===== src/rtl/flash_seq_pkg.sv =====
package flash_seq_pkg;
  typedef enum logic [1:0] {MODE_ARRAY, MODE_SIG, MODE_BUSY, MODE_DONE} rd_mode_e;
  typedef enum logic [2:0] {CS_IDLE, CS_UNL1, CS_UNL2, CS_ESET, CS_EUNL1, CS_EUNL2} cmd_st_e;

  localparam logic [14:0] UNL_ADDR_A = 15'h5555;
  localparam logic [14:0] UNL_ADDR_B = 15'h2AAA;
  localparam logic [7:0]  KEY_A      = 8'hAA;
  localparam logic [7:0]  KEY_B      = 8'h55;
  localparam logic [7:0]  OP_ESETUP  = 8'h80;
  localparam logic [7:0]  OP_ECONF   = 8'h10;
  localparam logic [7:0]  OP_SIGNAT  = 8'h90;
  localparam logic [7:0]  OP_RESET   = 8'hF0;

  function automatic logic [7:0] init_byte(input int unsigned i);
    logic [31:0] sh;
    sh = i << 3;
    return sh[7:0] ^ 8'hA5;
  endfunction
endpackage


===== src/rtl/flash_cmd_fsm.sv =====
module flash_cmd_fsm
  import flash_seq_pkg::*;
(
  input  logic        clk_i,
  input  logic        rst_ni,
  input  logic        wr_i,
  input  logic [14:0] addr_i,
  input  logic [7:0]  data_i,
  input  logic        lock_i,
  output logic        reset_cmd_o,
  output logic        abort_o,
  output logic        sig_o,
  output logic        erase_go_o
);
  cmd_st_e st_q, st_d;
  logic    at_a, at_b;

  assign at_a = (addr_i == UNL_ADDR_A);
  assign at_b = (addr_i == UNL_ADDR_B);

  always_comb begin
    st_d        = st_q;
    reset_cmd_o = 1'b0;
    abort_o     = 1'b0;
    sig_o       = 1'b0;
    erase_go_o  = 1'b0;
    if (wr_i) begin
      if (data_i == OP_RESET) begin
        reset_cmd_o = 1'b1;
        st_d        = CS_IDLE;
      end else if (lock_i) begin
        st_d = CS_IDLE;  // busy: everything but reset is dropped
      end else begin
        st_d    = CS_IDLE;
        abort_o = 1'b1;
        case (st_q)
          CS_IDLE:  if (at_a && data_i == KEY_A) begin st_d = CS_UNL1; abort_o = 1'b0; end
          CS_UNL1:  if (at_b && data_i == KEY_B) begin st_d = CS_UNL2; abort_o = 1'b0; end
          CS_UNL2: begin
            if (at_a && data_i == OP_ESETUP) begin
              st_d    = CS_ESET;
              abort_o = 1'b0;
            end else if (at_a && data_i == OP_SIGNAT) begin
              sig_o   = 1'b1;
              abort_o = 1'b0;
            end
          end
          CS_ESET:  if (at_a && data_i == KEY_A) begin st_d = CS_EUNL1; abort_o = 1'b0; end
          CS_EUNL1: if (at_b && data_i == KEY_B) begin st_d = CS_EUNL2; abort_o = 1'b0; end
          CS_EUNL2: if (at_a && data_i == OP_ECONF) begin erase_go_o = 1'b1; abort_o = 1'b0; end
          default: ;
        endcase
      end
    end
  end

  always_ff @(posedge clk_i or negedge rst_ni) begin
    if (!rst_ni) st_q <= CS_IDLE;
    else         st_q <= st_d;
  end
endmodule


===== src/rtl/flash_erase_engine.sv =====
module flash_erase_engine #(
  parameter int IDX_W     = 5,
  parameter int MAX_TRIES = 4
) (
  input  logic             clk_i,
  input  logic             rst_ni,
  input  logic             start_i,
  input  logic             stop_i,
  input  logic             force_fail_i,
  output logic             wr_en_o,
  output logic [IDX_W-1:0] wr_idx_o,
  output logic [7:0]       wr_data_o,
  output logic             done_o,
  output logic             fail_o
);
  localparam int N_LOC = 1 << IDX_W;
  localparam int TRY_W = $clog2(MAX_TRIES + 1);

  logic             run_q, ers_ph_q, fail_q;
  logic [IDX_W-1:0] idx_q;
  logic [TRY_W-1:0] tries_q;
  logic             last, pass_end, no_more;

  assign last      = (idx_q == IDX_W'(N_LOC - 1));
  assign wr_en_o   = run_q & ~stop_i;
  assign wr_idx_o  = idx_q;
  assign wr_data_o = ers_ph_q ? 8'hFF : 8'h00;
  assign pass_end  = wr_en_o & ers_ph_q & last;
  assign no_more   = (tries_q == TRY_W'(MAX_TRIES - 1));
  assign done_o    = pass_end & (~force_fail_i | no_more);
  assign fail_o    = fail_q;

  always_ff @(posedge clk_i or negedge rst_ni) begin
    if (!rst_ni) begin
      run_q    <= 1'b0;
      ers_ph_q <= 1'b0;
      fail_q   <= 1'b0;
      idx_q    <= '0;
      tries_q  <= '0;
    end else if (start_i) begin
      run_q    <= 1'b1;
      ers_ph_q <= 1'b0;
      fail_q   <= 1'b0;
      idx_q    <= '0;
      tries_q  <= '0;
    end else if (stop_i) begin
      run_q <= 1'b0;
    end else if (run_q) begin
      idx_q <= last ? '0 : idx_q + 1'b1;
      if (last && !ers_ph_q) ers_ph_q <= 1'b1;
      if (pass_end) begin
        if (done_o) begin
          run_q  <= 1'b0;
          fail_q <= force_fail_i;
        end else begin
          tries_q <= tries_q + 1'b1;
        end
      end
    end
  end
endmodule


===== src/rtl/flash_store.sv =====
module flash_store
  import flash_seq_pkg::*;
#(
  parameter int                     IDX_W     = 5,
  parameter int                     BLK_W     = 3,
  parameter logic [(1<<BLK_W)-1:0] PROT_MASK = '0
) (
  input  logic             clk_i,
  input  logic             rst_ni,
  input  logic             wr_en_i,
  input  logic [IDX_W-1:0] wr_idx_i,
  input  logic [7:0]       wr_data_i,
  input  logic [IDX_W-1:0] rd_idx_i,
  input  logic [BLK_W-1:0] rd_blk_i,
  output logic [7:0]       rd_data_o,
  output logic             prot_o
);
  localparam int N_LOC = 1 << IDX_W;

  logic [7:0] mem_q [N_LOC];

  always_ff @(posedge clk_i or negedge rst_ni) begin
    if (!rst_ni) begin
      for (int i = 0; i < N_LOC; i++) mem_q[i] <= init_byte(i);
    end else if (wr_en_i) begin
      mem_q[wr_idx_i] <= wr_data_i;
    end
  end

  assign rd_data_o = mem_q[rd_idx_i];
  assign prot_o    = PROT_MASK[rd_blk_i];
endmodule


===== src/rtl/flash_cmd_seq.sv =====
module flash_cmd_seq
  import flash_seq_pkg::*;
#(
  parameter int         WPB_W     = 2,
  parameter int         MAX_TRIES = 4,
  parameter logic [7:0] PROT_MASK = 8'h25
) (
  input  logic        clk_i,
  input  logic        rst_ni,
  input  logic        wr_i,
  input  logic        rd_i,
  input  logic [18:0] addr_i,
  input  logic [7:0]  wdata_i,
  input  logic        force_fail_i,
  output logic [7:0]  rdata_o
);
  localparam int BLK_W = 3;
  localparam int IDX_W = BLK_W + WPB_W;

  rd_mode_e         mode_q;
  logic             tgl_q;
  logic             lock, rst_cmd, abort, sig_go, erase_go;
  logic             eng_we, eng_done, eng_fail;
  logic [IDX_W-1:0] eng_idx, rd_idx;
  logic [7:0]       eng_data, arr_data;
  logic             blk_prot, sig_hit;
  logic             unused_addr;

  assign unused_addr = addr_i[15];
  assign lock        = (mode_q == MODE_BUSY) || (mode_q == MODE_DONE);
  assign rd_idx      = {addr_i[18:16], addr_i[WPB_W-1:0]};
  assign sig_hit     = ~addr_i[0] & addr_i[1] & ~addr_i[6];

  flash_cmd_fsm u_fsm (
    .clk_i       (clk_i),
    .rst_ni      (rst_ni),
    .wr_i        (wr_i),
    .addr_i      (addr_i[14:0]),
    .data_i      (wdata_i),
    .lock_i      (lock),
    .reset_cmd_o (rst_cmd),
    .abort_o     (abort),
    .sig_o       (sig_go),
    .erase_go_o  (erase_go)
  );

  flash_erase_engine #(.IDX_W(IDX_W), .MAX_TRIES(MAX_TRIES)) u_eng (
    .clk_i        (clk_i),
    .rst_ni       (rst_ni),
    .start_i      (erase_go),
    .stop_i       (rst_cmd),
    .force_fail_i (force_fail_i),
    .wr_en_o      (eng_we),
    .wr_idx_o     (eng_idx),
    .wr_data_o    (eng_data),
    .done_o       (eng_done),
    .fail_o       (eng_fail)
  );

  flash_store #(.IDX_W(IDX_W), .BLK_W(BLK_W), .PROT_MASK(PROT_MASK)) u_store (
    .clk_i     (clk_i),
    .rst_ni    (rst_ni),
    .wr_en_i   (eng_we),
    .wr_idx_i  (eng_idx),
    .wr_data_i (eng_data),
    .rd_idx_i  (rd_idx),
    .rd_blk_i  (addr_i[18:16]),
    .rd_data_o (arr_data),
    .prot_o    (blk_prot)
  );

  always_ff @(posedge clk_i or negedge rst_ni) begin
    if (!rst_ni) begin
      mode_q <= MODE_ARRAY;
      tgl_q  <= 1'b0;
    end else begin
      if (rst_cmd)                            mode_q <= MODE_ARRAY;
      else if (erase_go)                      mode_q <= MODE_BUSY;
      else if (sig_go)                        mode_q <= MODE_SIG;
      else if (abort)                         mode_q <= MODE_ARRAY;
      else if (mode_q == MODE_BUSY && eng_done) mode_q <= MODE_DONE;

      if (erase_go)                          tgl_q <= 1'b0;
      else if (rd_i && mode_q == MODE_BUSY)  tgl_q <= ~tgl_q;
    end
  end

  always_comb begin
    case (mode_q)
      MODE_ARRAY: rdata_o = arr_data;
      MODE_SIG:   rdata_o = {7'd0, sig_hit & blk_prot};
      MODE_BUSY:  rdata_o = {1'b0, tgl_q, 6'd0};
      default:    rdata_o = {~eng_fail, tgl_q, eng_fail, 5'd0};
    endcase
  end
endmodule


===== config.mk =====
export PLATFORM = sky130hd
export DESIGN_NAME = flash_cmd_seq
export DESIGN_NICKNAME = d
export VERILOG_FILES = /design/src/rtl/flash_seq_pkg.sv /design/src/rtl/flash_cmd_fsm.sv /design/src/rtl/flash_erase_engine.sv /design/src/rtl/flash_store.sv /design/src/rtl/flash_cmd_seq.sv
export SDC_FILE = /design/constraint.sdc
export NUM_CORES = 1
export LEC_CHECK = 0
export BUFFER_PORTS_ARGS = -buffer_cell sky130_fd_sc_hd__buf_2
export CAP_MARGIN = 15
export CORE_MARGIN = 4
export CORE_UTILIZATION = 45
export CTS_CLUSTER_DIAMETER = 100
export DETAILED_ROUTE_END_ITERATION = 10
export PLACE_DENSITY = 0.62
export SLEW_MARGIN = 15
export SYNTH_ARGS = -nofsm -noshare
export SYNTH_HDL_FRONTEND = slang
export SYNTH_SLANG_ARGS = --single-unit

===== constraint.sdc =====
create_clock -name clk_i -period 3.3 [get_ports clk_i]
set_clock_uncertainty 0.1 [all_clocks]
set_input_delay 0.66 -clock clk_i [delete_from_list [all_inputs] [get_ports clk_i]]
set_output_delay 0.66 -clock clk_i [all_outputs]
set_load 0.01 [all_outputs]

Word-level counts from Yosys, hierarchy flattened
Memory sizes are Yosys's and may differ from the RTL's. Index checks and enable logic that the tools add are counted.

Bitwise logic cells: 16. Shifts and indexed selects: 0. Multiply operators: 0. Add/subtract/negate cells: 2. Equal/unequal tests: 20. Muxes and demuxes: 69. Divide/modulo/power cells: 0. Reduce and logical (&&, ||, !) cells: 25. Order comparisons: 4.

Operator list (count): bitwise mux 256 bit (1); binary-select mux 8 bit (select 5 bit) (1); demux 8 bit (select 5 bit) (1); two-way mux 1 bit (39); equality test 8 bit (second input constant) (4); two-way mux 8 bit (4); two-way mux 3 bit (9); case mux 8 bit (3 select lines) (1); two-way mux 5 bit (4); equality test 15 x 14 -> 1 bit (second input constant) (1); equality test 15 bit (second input constant) (1); case mux 3 bit (5 select lines) (1); two-way mux 2 bit (7); >= comparator 6 bit (second input constant) (2); inverter 5 -> 6 bit (2); nonzero test 2 bit (5); equality test 3 x 2 -> 1 bit (second input constant) (3); logical AND 1 bit (9); equality test 8 x 5 -> 1 bit (second input constant) (1); equality test 8 x 7 -> 1 bit (second input constant) (1); AND reduction 4 bit (2); AND 1 bit (7); equality test 3 bit (second input constant) (2); < comparator 6 x 1 -> 1 bit (second input constant) (1); 19 further kinds (27).

Flip-flop bits (word level): 273. Memory bits (writable): 0. Logic and storage cells: 177. Output and inout port bits: 8. Input port bits: 32. Latch bits: 0. Bits in read-only memories: 8. Memories kept: 1.

Memory list: (name not given) (depth 8, bits a word 1, rd ports 1, clocked after Yosys merged registers in 0, wr ports 0, RTL line flash_store.sv:31) `assign prot_o = PROT_MASK[rd_blk_i];`.

Longest topological paths before layout
Gate-level depths: netlist of the first run.

Depth in word-level cells: 14. Depth in mapped cells: 10. Mapped depth without buffers: 7.

Modules after synthesis
From an unflattened synthesis of the first run, not the netlist that was laid out.

Cell total of the unflattened synthesis: 859. Area, all modules: 13264.0 sq um.

By module, submodules not included: flash_store (area an instance 11841.4 sq um, instances 1, seq. area each 6586.3 sq um, cells an instance 701); flash_erase_engine (area an instance 653.1 sq um, instances 1, seq. area each 275.3 sq um, cells an instance 66); flash_cmd_fsm (area an instance 530.5 sq um, instances 1, seq. area each 75.1 sq um, cells an instance 65); flash_cmd_seq (area an instance 239.0 sq um, instances 1, seq. area each 75.1 sq um, cells an instance 27).

Worst setup path after synthesis of the first run
Ideal clock, no wire load.

Path type: in2out. Start: input port addr_i[16]. End: output port rdata_o[0]. Cell stages on the path: 6. Slack: 0.242 ns. Arrival: 2.298 ns. Data required time: 2.540 ns. Buffers on the path: 1. Cell sequence: buf_2 > mux4_2 > mux2_2 > o311ai_2 > a21oi_1 > a41o_1.

Longest elaborated chain between the ends: 5. Elaborated cells on any way between the ends: 8. Classes of those cells: mux (5); bitwise (2); memory (1).

RTL lines: start: declaration (RTL line flash_cmd_seq.sv:12) `input logic [18:0] addr_i,`; inverter 5 -> 6 bit (implied by the code) (RTL line flash_store.sv:30) `assign rd_data_o = mem_q[rd_idx_i];`; binary-select mux 8 bit (select 5 bit) (RTL line flash_store.sv:30); two-way mux 8 bit (implied by the code) (2 in a row) (RTL line flash_store.sv:30); case mux 8 bit (3 select lines) * (RTL line flash_cmd_seq.sv:89) `case (mode_q)`; end: declaration (RTL line flash_cmd_seq.sv:15) `output logic [7:0] rdata_o`.

Mark *: on every way between the ends. The rest lies on a longest branch, timed or not. The select of a mux whose other input is x is not followed.

Worst setup path in the final report of the first run
Same ends and word-level chain as after synthesis.

==> results of run 1 <==
## worst min path at each step
stage                                  start                 end  slack [ns]  cells past startpoint
final                                 rst_ni  u_store.mem_q[161]        0.38                      1
after global routing       u_store.mem_q[14]   u_store.mem_q[14]        0.40                      2
after CTS                 u_store.mem_q[218]  u_store.mem_q[218]        0.39                      2
after detailed placement  u_store.mem_q[218]  u_store.mem_q[218]        0.38                      2
after global placement     u_store.mem_q[83]   u_store.mem_q[83]        0.37                      2
after floorplan                       rst_ni           mode_q[0]        0.26                      0
## kinds of logic after synthesis
logic type | Yosys count
multiplexers | 46
buffers and inverters | 50
AO/OA/AOI/OAI | 126
XOR/XNOR | 2
AND/OR/NAND/NOR | 232
adder cells (fa/ha/maj) | 7
flip-flops | 81
## layout make-up
| type | count | share of cell area |
|---|---|---|
| multi-input cells | 413 | 0.486 |
| clock buffers | 12 | 0.0439 |
| repair buffers | 64 | 0.0689 |
| inverters | 8 | 0.00513 |
| flip-flops and latches | 81 | 0.353 |
| well taps | 140 | 0.0300 |
| clock inverters | 4 | 0.0128 |
## where the power goes
part	switching (W)	internal, W	leakage [nW]
clock	0.000407	0.000704	0.155
sequential	0.0000000000113	0.000995	1.01
combinational	0.0000957	0.0000684	1.57
total	0.000503	0.00177	2.73
## worst register-to-register path, cell delays in order (launching register included)
cell and delay, ns:
dfrtp_1 0.74, and3_1 0.25, ha_1 0.32, nand2_1 0.07
or3_1 0.38, mux2_2 0.29, nor2_1 0.08
## registers in the layout, indices dropped and copies added, names as in the netlist
name and count:
mode_q 2, tgl_q 1, u_eng.ers_ph_q 1, u_eng.fail_o 1, u_eng.run_q 1, u_eng.tries_q 3
u_eng.wr_idx_o 5, u_fsm.st_q 3, u_store.mem_q 64
## synth_stat cells, types with 2 or more instances
cell / count / area [um2]
nand2_1: 95 / 357
o21ai_0: 73 / 365
dfrtp_1: 49 / 1230
dfstp_2: 32 / 841
nor2_1: 28 / 105
nand4_1: 26 / 163
mux4_2: 25 / 563
clkbuf_1: 23 / 86.3
a21oi_1: 20 / 100
mux2i_1: 19 / 190
nand3_1: 17 / 85.1
buf_2: 9 / 45.0
nor2b_1: 9 / 56.3
a211oi_1: 8 / 60.1
inv_1: 8 / 30.0
ha_1: 7 / 87.6
nand3b_1: 7 / 52.6
a31oi_1: 6 / 37.5
nand2b_1: 6 / 37.5
nor3_1: 6 / 30.0
and2_1: 5 / 31.3
buf_1: 4 / 15.0
nor3b_1: 4 / 30.0
or3_1: 4 / 25.0
and3_1: 3 / 18.8
buf_4: 3 / 22.5
nand4b_1: 3 / 26.3
nor4_4: 3 / 63.8
a21o_2: 2 / 17.5
a22oi_1: 2 / 15.0
and3b_1: 2 / 17.5
buf_6: 2 / 22.5
mux2_2: 2 / 22.5
nor4_1: 2 / 12.5
o211ai_1: 2 / 15.0
o22ai_1: 2 / 12.5
o41ai_1: 2 / 17.5
or2_2: 2 / 12.5
xor2_1: 2 / 17.5
## timing repair
item,CTS,global route
pin swaps,0,0
setup endpoints to repair,3,5
resized for setup,2,4
## metal layers
metal | track usage | vias to the layer above | share of wire
met5 | 0 | - | 0
met4 | 0.102 | 0 | 0.035
met3 | 0.0411 | 32 | 0.070
met2 | 0.329 | 182 | 0.43
met1 | 0.324 | 2185 | 0.46
li1 | - | 2066 | -
## metrics by stage
| stage | instance area, um2 | total power [W] | hold WS (ns) |
|---|---|---|---|
| CTS | 5830 | 0.00229 | 0.387 |
| finish | 5850 | 0.00227 | 0.385 |
| global placement | 5500 | 0.00117 | 0.369 |
| detailed placement | 5500 | 0.00117 | 0.376 |
| floorplan | 5130 | 0.00110 | 0.264 |
| global route | 5850 | 0.00235 | 0.405 |
==> impl_results.md, run 1 <==
* Antenna Cells at 0
* Total CTS buffers at 9
* PwrDens at 388 mW/mm2
* Crit path to: rdata_o[0]
* Peak VDD IR at 211 uV
* Critical path buffers and inverters at 2
* Non-filler cells, final at 722
* Req. time, crit path at 2.54 ns
* Synth warn at 0
* Hold-fix buffers, CTS at 0
* FMAX at 314 MHz
* Post-CTS Setup Inserts at 0
* Most frequent cells in the layout: 95 x nand2_1, 73 x o21ai_0, 49 x dfrtp_1
* Post-synth ARST share at 1.00
* Overall routing resource usage at 0.224
* Filler cells at 985
* Worst R2R End: u_eng.tries_q[2]
* DRT Wirelength at 14100 um
* Max cap viols at 0
* Post-route ant nets at 0
* Layout cells sized above 1 at 0.261
* Seq cells post-synth at 81
* Mapped Cells at 544
* Pre-antenna DRT Iters at 6
* Die H at 115 um
* Largest family of logic cells by synthesized area: simple AND/OR/NAND/NOR gates
* Port bufs at 38
* GRT Residual Overflow at 0
* HPWL after detailed placement at 10100 um
* Largest net degree at the start of global routing at 82
* FF-to-FF setup slack at 0.99 ns
* Xor/xnor share of the synthesized area at 0.00341
* Row cnt at 38
* Final core occ at 0.532
* Outcome: completed
* Worst-path fanout max at 8
* Via density at 6.18
* Seq/Total Area, Yosys at 0.403
* CTS Sinks at 81
* Post-Syn Area at 0.00513 mm2
* Post-synth cell types at 59
* Reg area at 0.00207 mm2
* Setup WS pre-CTS at -0.0538 ns
* Layout Nets at 616
* Clk_lat worst skew at 0.34 ns
* Core ar. at 0.0110 mm2
* Startpoint types: input pin
* CP peak stage delay at 0.51 ns
* Die Span X at 115 um
* Reg2Reg Depth at 6
* Setup TNS at 0 ns
* Slew headroom at 0.319
* Mean area per synthesized cell at 9.43 um2
* Initial Util at 0.467
* Worst-margin pin slew at 1.02 ns
* Clock buffer depth at 2
* Min-delay worst type: in -> async
* Worst setup path startpoint: addr_i[16]
* Area Overhead vs Synth at 14.0%
* Critical path class: in -> out
* Minimum clock period at 3.18 ns
* WL per Instance at 19.5 um
* Mux cell area share after synthesis at 0.151
* Top Family by Delay on Critical Path: multiplexers
* CP Depth at 7
* Critical-path cell list: clkbuf_4 > mux4_2 > mux2_2 > o311ai_2 > a21oi_1 > a41o_1 > buf_2
* Die area at 0.0132 mm2
* CP max-delay cell: mux4_2
* Routed vias at 4465
* CTS tree: built
* Crit path DAT at 2.42 ns
* Crit end category: primary output
* Initial antenna violation count at 0
* Number of global-route vias before repair at 4328
* Leakage power at 2.73 nW
* DP Cell Count at 706
* Post-synthesis adder-cell area fraction at 0.0171
* Iter 0 DRT Violations at 420
* IO Count at 40
* Clock root cell: clkbuf_16
* Clock transition at path regs at 0.06 ns
* Synth Area in Simple Gates at 0.240
* Worst setup margin at 0.119 ns
* First-pass GRT wire length at 22700 um
* H-tree levels at 3
* Final setup viols at 0
* Final cycle utilization of the critical path at 0.964
* Post-synth net total at 583
* Compound-cell area share of the yosys netlist at 0.141
* Final max-slew violation count at 0
* Final hold violation count at 0
* GP Congestion at 0.855
* Ys flop type: dfrtp_1
* Number of synthesized flops with an enable pin at 0
* # DRC at 0
* Worst r2r src: u_eng.wr_idx_o[3]
* Unrepaired setup endpoints after global routing: no
* Commonest non-fill, non-tap cell in the layout: nand2_1
* Multi-input logic area at 0.00284 mm2
Note: power is estimated with default switching activity, not from simulation.
==> run 2, diff against run 1 <==
Clock period 3.3 ns to 4.1 ns, I/O delays scaled along.
==> run 2 against run 1 <==
Compared with the run above:
- design area fell by 2.2%
- combinational power fell by 24%
- core utilization fell by 1.2 points
- register-to-register slack improved by 0.78 ns
- critical path depth rose by 1
- final cell count fell by 1.4%
- setup slack improved by 0.24 ns
- via count fell by 1.8%
- critical path type unchanged
- largest cell class unchanged
- largest power group is now registers
==> impl_results.md, run 2 (synthesis gave the netlist of run 1 again) <==
* Outcome: completed
* Layout cells sized above 1 at 0.245
* Die area at 0.0132 mm2
* Combinational share of power at 0.072
* H-tree levels at 3
* Antenna Cells at 0
* Crit end category: primary output
* Reg2Reg Depth at 6
* Setup TNS at 0 ns
* Flop pwr share at 0.468
* Hold EP: u_store.mem_q[90]
* Minimum clock period at 3.75 ns
* Reg area at 0.00207 mm2
* Final cycle utilization of the critical path at 0.914
* GP Congestion at 0.843
* Overall routing resource usage at 0.216
* Clock share of power at 0.460
* HPWL after detailed placement at 9760 um
* Clock transition at path regs at 0.06 ns
* Unrepaired setup endpoints after global routing: no
* Req. time, crit path at 3.18 ns
* Row cnt at 38
* Pre-antenna DRT Iters at 6
* Commonest non-fill, non-tap cell in the layout: nand2_1
* Hold Crit Start: u_store.mem_q[90]
* Largest net degree at the start of global routing at 82
* Reg with most FFs: u_store.mem_q
* Final hold violation count at 0
* Post-CTS sizing at 0
* Worst-margin pin slew at 1.02 ns
* Number of flip-flops in the largest register at 64
* Max cap viols at 0
* Most frequent cells in the layout: 95 x nand2_1, 73 x o21ai_0, 49 x dfrtp_1
* Non-filler cells, final at 712
* Worst-path fanout max at 29
* Initial Util at 0.467
* FMAX at 267 MHz
* DP Cell Count at 696
* Initial antenna violation count at 0
* Min-delay worst type: reg -> reg
* Via density at 6.16
* PwrDens at 300 mW/mm2
* Routed vias at 4385
* IO Count at 40
* Layout Nets at 606
* Hold-fix buffers, CTS at 0
* Net Sw Power at 0.000386 W
* Area post-placement at 0.00542 mm2
* Clk_lat worst skew at 0.33 ns
* Final max-slew violation count at 0
* WHS Path Cells at 2
* Worst r2r src: u_eng.wr_idx_o[2]
* Multi-input logic area at 0.00284 mm2
* Core ar. at 0.0110 mm2
* Post-route ant nets at 0
* Post-CTS Setup Inserts at 0
* Worst R2R End: u_eng.tries_q[2]
* First-pass GRT wire length at 22200 um
* Final hold slack at 0.381 ns
* # DRC at 0
* Total CTS buffers at 9
* Critical-path cell list: buf_2 > buf_4 > mux4_2 > a22oi_1 > nand2_1 > a21oi_1 > a21oi_1 > buf_2
* Iter 0 DRT Violations at 473
* Clock buffer depth at 2
* Switching Share at 0.225
* DRT Wirelength at 13600 um
* Leakage power at 2.67 nW
* Design Power at 0.00171 W
* Filler cells at 978
* Port bufs at 38
* Number of global-route vias before repair at 4245
* Post-route cell area at 0.00572 mm2
* Area Overhead vs Synth at 11.4%
* FF-to-FF setup slack at 1.77 ns
* CTS Sinks at 81
* GRT Residual Overflow at 0
* CP max-delay cell: mux4_2
* Final setup viols at 0
* Die H at 115 um
* Clock root cell: clkbuf_16
* CP peak stage delay at 0.55 ns
* Startpoint types: input pin
* Die Span X at 115 um
* Critical path class: in -> out
* WL per Instance at 19.1 um
* CTS tree: built
* Internal power at 0.00133 W
* Peak VDD IR at 166 uV
* Crit path DAT at 2.83 ns
* Slew headroom at 0.323
[run 2: per-stage QoR]
| step | setup slack, ns | utilization |
|---|---|---|
| after global placement | 0.394 | 0.494 |
| final | 0.354 | 0.521 |
| after global routing | 0.149 | 0.521 |
| after CTS | 0.354 | 0.521 |
| after detailed placement | 0.357 | 0.494 |
| after floorplan | 0.722 | - |
[run 2: critical path: cells and delay by family]
| kind | cells | cell delay (ns) |
|---|---|---|
| buffers and inverters | 3 | 0.85 |
| AOI/OAI and AO/OA | 3 | 0.47 |
| muxes | 1 | 0.55 |
| and+or+nand+nor | 1 | 0.13 |
[run 2: worst max-delay path by stage]
stage / from / to / slack (ns)
floorplan: addr_i[16] / rdata_o[0] / 0.72
global placement: addr_i[0] / rdata_o[4] / 0.39
detailed placement: addr_i[0] / rdata_o[4] / 0.36
CTS: addr_i[0] / rdata_o[4] / 0.35
global route: addr_i[1] / rdata_o[1] / 0.15
finish: addr_i[1] / rdata_o[1] / 0.35
[run 2: layer usage]
metal,GRT usage,vias up,wire length (um)
li1,-,2042,-
met1,0.320,2128,6340
met2,0.314,188,5960
met3,0.0447,27,1040
met4,0.0775,0,280
met5,0,-,0
[run 2: cell type report]
type,instances,area share
inverter,8,0.00525
tap,140,0.0306
clock buffer,15,0.0503
multi-input combinational,413,0.496
sequential,81,0.361
timing repair buffer,54,0.0547
clock inverter,1,0.00131
[run 2: power by group through the flow]
stage	sequential [W]	combinational [W]	clock (W)
finish	0.000801	0.000124	0.000789
global placement	0.000814	0.000122	0
detailed placement	0.000814	0.000124	0
CTS	0.000801	0.000125	0.000802
global route	0.000801	0.000137	0.000838
floorplan	0.000815	0.0000713	0
